### src/rtl/dsl_superframe_tx.sv
module dsl_superframe_tx #(
  parameter int CLKS_PER_SYM = 4,
  parameter int SYMS_PER_FRAME = 120,
  parameter int SYNC_SYMS = 9,
  parameter int FRAMES_PER_SF = 8,
  parameter logic [SYNC_SYMS-1:0] SYNC_WORD = 9'b110001011
) (
  input  logic clk,
  input  logic rst_n,
  input  logic pay_data,
  input  logic pay_valid,
  output logic pay_ready,
  output logic sym_stb,
  output logic [2:0] sym_level,
  output logic underrun,
  output logic sf_start,
  output logic [$clog2(FRAMES_PER_SF)-1:0] frame_num
);
  localparam int DIVW = (CLKS_PER_SYM > 1) ? $clog2(CLKS_PER_SYM) : 1;
  localparam int SYMW = $clog2(SYMS_PER_FRAME);
  localparam int FRW  = $clog2(FRAMES_PER_SF);

  logic [DIVW-1:0] div_q;
  logic [SYMW-1:0] sym_idx;
  logic [FRW-1:0]  frame_q;
  logic [1:0]      pair_q;
  logic [1:0]      pair_cnt;
  logic            sgn, mag3;
  logic [SYNC_SYMS-1:0] sync_sh;

  wire tick    = (div_q == DIVW'(CLKS_PER_SYM - 1));
  wire in_info = (sym_idx >= SYMW'(SYNC_SYMS));
  wire full    = (pair_cnt == 2'd2);
  wire accept  = pay_valid && pay_ready;

  assign pay_ready = rst_n && in_info && !tick && !full;
  assign sync_sh   = SYNC_WORD << sym_idx;

  always_comb begin
    if (!in_info) begin
      sgn  = sync_sh[SYNC_SYMS-1] ^ (frame_q == '0);
      mag3 = 1'b1;
    end else if (full) begin
      sgn  = pair_q[1];
      mag3 = !pair_q[0];
    end else begin
      sgn  = 1'b0;
      mag3 = 1'b1;
    end
  end

  wire [2:0] level = sgn ? (mag3 ? 3'b011 : 3'b001) : (mag3 ? 3'b101 : 3'b111);

  always_ff @(posedge clk) begin
    if (!rst_n) begin
      div_q     <= '0;
      sym_idx   <= '0;
      frame_q   <= '0;
      pair_q    <= '0;
      pair_cnt  <= '0;
      sym_stb   <= 1'b0;
      sym_level <= '0;
      underrun  <= 1'b0;
      sf_start  <= 1'b0;
      frame_num <= '0;
    end else begin
      sym_stb  <= tick;
      underrun <= 1'b0;
      sf_start <= 1'b0;
      if (accept) begin
        if (pair_cnt == 2'd0) pair_q[1] <= pay_data;
        else                  pair_q[0] <= pay_data;
        pair_cnt <= pair_cnt + 2'd1;
      end
      if (tick) begin
        div_q     <= '0;
        sym_level <= level;
        underrun  <= in_info && !full;
        sf_start  <= (sym_idx == '0) && (frame_q == '0);
        frame_num <= frame_q;
        if (in_info) pair_cnt <= '0;
        if (sym_idx == SYMW'(SYMS_PER_FRAME - 1)) begin
          sym_idx <= '0;
          frame_q <= (frame_q == FRW'(FRAMES_PER_SF - 1)) ? '0 : frame_q + 1'b1;
        end else begin
          sym_idx <= sym_idx + 1'b1;
        end
      end else begin
        div_q <= div_q + 1'b1;
      end
    end
  end

  assert_stb_single_R1: assert property (@(posedge clk) disable iff (!rst_n)
    sym_stb |=> !sym_stb);
  assert_level_code_R4: assert property (@(posedge clk) disable iff (!rst_n)
    sym_stb |-> (sym_level == 3'b011 || sym_level == 3'b001 ||
                 sym_level == 3'b111 || sym_level == 3'b101));
  assert_no_accept_sync_R5: assert property (@(posedge clk) disable iff (!rst_n)
    accept |-> (in_info && pair_cnt != 2'd2));
  assert_underrun_filler_R6: assert property (@(posedge clk) disable iff (!rst_n)
    underrun |-> (sym_stb && sym_level == 3'b101));
  assert_sf_frame0_R7: assert property (@(posedge clk) disable iff (!rst_n)
    sf_start |-> (sym_stb && frame_num == '0));
endmodule

### config.mk
export PLATFORM = sky130hd
export DESIGN_NAME = dsl_superframe_tx
export DESIGN_NICKNAME = d
export VERILOG_FILES = /design/src/rtl/dsl_superframe_tx.sv
export SDC_FILE = /design/constraint.sdc
export NUM_CORES = 1
export LEC_CHECK = 0
export BUFFER_PORTS_ARGS = -buffer_cell sky130_fd_sc_hd__buf_2
export CAP_MARGIN = 20
export CORE_MARGIN = 5
export CORE_UTILIZATION = 25
export CTS_BUF_LIST = sky130_fd_sc_hd__clkbuf_8
export DETAILED_ROUTE_END_ITERATION = 10
export GPL_TIMING_DRIVEN = 0
export PLACE_DENSITY = 0.39
export SKIP_CTS_REPAIR_TIMING = 1
export SLEW_MARGIN = 15
export SYNTH_ARGS = -nofsm -noshare
export SYNTH_HDL_FRONTEND = slang
export SYNTH_SLANG_ARGS = --single-unit
### constraint.sdc
create_clock -name clk -period 2.73 [get_ports clk]
set_input_delay 0.273 -clock clk [delete_from_list [all_inputs] [get_ports clk]]
set_output_delay 0.273 -clock clk [all_outputs]
set_load 0.01 [all_outputs]
==> results.md <==
- Met1 Track Usage GR: 0.1110
- CP max FO: 6
- DP Worst Slack: 0.7789 ns
- Initial DRC count: 47
- Final Core Density: 0.2983
- Die ar.: 6348 um2
- Critical path class: flop to primary output
- WL/cell: 11.54 um
- Site Rows: 25
- Period utilization: 0.7789
- CTS buffer count: 3
- Antenna violations before repair: 0
- IO Pins: 14
- Die width: 79.68 um
- Reg2reg path depth: 5
- H-Tree Level Count: 1
- CTS max path bufs: 2
- Fin. max-slew vios: 0
- Hold crit path type: input pin to flop
- YS warnings: 0
- CP Data Arrival Time: 1.85 ns
- Final setup vio count: 0
- Initial Util: 0.2570
- Leading area contributor after synthesis: dfxtp_1
- Met2 Use GR: 0.1411
- FFs w/ async S/R, synth: 0
- DR vias: 877
- Final ANT Viol Nets: 0
- Hold Path Depth: 3
- P_leak: 0.0005988 uW
- Drt total wl: 2400 um
- Grt ovf: 0
- Pin count of the biggest net entering global routing: 15
- Initial DRT Pass Iterations: 4
- Min Tclk post-route: 2.126 ns
- Hpwl dp: 1822 um
- Worst setup EP type: primary output
- Share of layout cells above drive strength 1: 0.1631
- Slew Limit Headroom: 0.6337
- Top_reg_cell synth: dfxtp_1
- Grt met3 use: 0.02709
- Max-Cap Viols: 0
- CTS Root Buffer Type: clkbuf_8
- DR DRC count: 0
- Syn_nets: 137
- Gate power share: 0.064
- First-pass GRT wire length: 4284 um
- DR vias/cell: 4.216
- Sw frac: 0.2298
- Worst VDD drop: 0.0001755 V
- Aggregate global-route resource usage: 0.08735
- Number of enable flip-flop cells after synthesis: 0
- Final hold viol count: 0
- Area delta synth->final: 16.08%
- CTS tree: built
- Final Skew: 0.007309 ns
- # diodes: 0
- Worst-Margin Slew: 0.5452 ns
- Clk Latency, worst-skew pair: 0.27 ns
- Register area share after synthesis: 0.4124
- Setup_tns: 0 ns
- Worst EP required: 2.46 ns
- Top post-synthesis cells by count: dfxtp_1 (25), nand2_1 (12), ha_1 (9), mux2i_1 (9), nor2b_1 (9)
- Status: completed
- Fin nets: 155
- Clock slew at reported path FFs: 0.09 ns
- I/O Buffers: 13
- Area contributors post-synth: dfxtp_1 (41%), ha_1 (9.3%), mux2i_1 (7.4%), nor2b_1 (4.6%), nand2_1 (3.7%)
- Power Dens Cells: 453.5 nW/um2
- Synthesized area: 1214 um2
- Die extent in y: 79.68 um
- Max Fclk: 0.4703 GHz
- Busiest grt layer: met2
- P_sw: 146.8 uW
- Most common cell in the synthesized netlist: dfxtp_1
- RSZ-0062 raised after global routing: false
- Yosys cell types: 32
- Core footprint: 4723 um2
- P_int: 492.1 uW
- CP startpoint kind: flop
- Clock power share: 0.344
- Register share of total power: 0.592
- Global placer's final weighted congestion: 0.7111
- Worst setup margin: 0.6037 ns
- Yosys reg bits: 25
- Post-Syn Instances: 124
- Number of global-route vias before repair: 941
- Clock Sinks: 25
- Mapped Avg Cell Area: 9.788 um2
- Share of the synthesized area in the top cell type: 0.4124
[routing by layer]
metal	vias up	wire (um)
met3	4	89
met5	-	0
met2	16	1066
met1	401	1219
li1	456	-
met4	0	24
[power groups by stage]
stage                     Combinational (uW)  Sequential, uW  Clock, uW
after floorplan                         26.9             387          0
after global placement                  42.1             387          0
after detailed placement                42.6             387          0
after CTS                               42.6             378        237
after global routing                    46.1             380        256
final                                   41.1             378        220
[per-stage QoR]
step	total power (uW)	area, um2	cells	hold WS (ns)
final	638.9	1409	208	0.2656
after global routing	682.1	1409	208	0.2675
after CTS	657.6	1409	208	0.2536
after detailed placement	429.6	1363	204	0.4191
after global placement	428.8	1363	204	0.4088
after floorplan	414.3	1214	124	0.3992
[area by class of cell]
class | instances | area, um2
inverters | 8 | 30.03
clock buffers | 3 | 41.29
multi-input cells | 87 | 665.6
plain buffers | 4 | 17.52
flip-flops and latches | 25 | 500.5
well taps | 67 | 83.83
repair buffers | 13 | 65.06
clock inverters | 1 | 5.005
fillers | 516 | 3314
[cells in the final DEF, fill, tap and decap left out]
master / instances
a2111oi_4: 1
a21boi_0: 1
a21oi_1: 2
a22oi_1: 1
a31o_2: 1
a31oi_1: 1
and2_1: 3
and3_1: 2
and4b_1: 1
and4bb_2: 1
buf_2: 15
clkbuf_1: 2
clkbuf_8: 3
clkinv_2: 1
dfxtp_1: 25
ha_1: 9
inv_1: 8
mux2_1: 1
mux2i_1: 9
nand2_1: 12
nand2b_1: 2
nand3b_1: 1
nand4_1: 3
nor2_1: 7
nor2b_1: 9
nor3_1: 4
o2111ai_1: 1
o21a_1: 1
o21ai_0: 2
o31ai_1: 1
o41ai_4: 1
or3_1: 2
xnor2_1: 5
xor2_1: 3
[final timing paths]
path / slack (ns) / endpoint / from
min: 0.27 / pair_q[1] / pay_data
max reg2reg: 0.77 / pair_cnt[1] / sym_idx[0]
min reg2reg: 0.43 / div_q[0] / div_q[0]
max: 0.60 / pay_ready / sym_idx[1]
[worst max-delay path: stages, from the launching register on]
cell and delay, ns:
dfxtp_1 0.47, inv_1 0.10, ha_1 0.22, o41ai_4 0.33
and2_1 0.26, nor3_1 0.06, buf_2 0.15
[cells by family after synthesis]
group,after synthesis,share of synthesized area
flops,25,0.4124
fa+ha+maj,9,0.09279
compound gates,13,0.1062
simple gates,47,0.2082
buf+inv,12,0.03918
xor+xnor,8,0.05773
mux,10,0.08351
[flip-flops by register name, summed over array words and instances, names as in the netlist]
| name | cells |
|---|---|
| frame_num | 3 |
| frame_q | 3 |
| sym_idx | 7 |
| pair_q | 2 |
| underrun | 1 |
| div_q | 2 |
| pair_cnt | 2 |
| sym_stb | 1 |
| sf_start | 1 |
| sym_level | 3 |
Note: power is estimated with default switching activity, not from simulation.
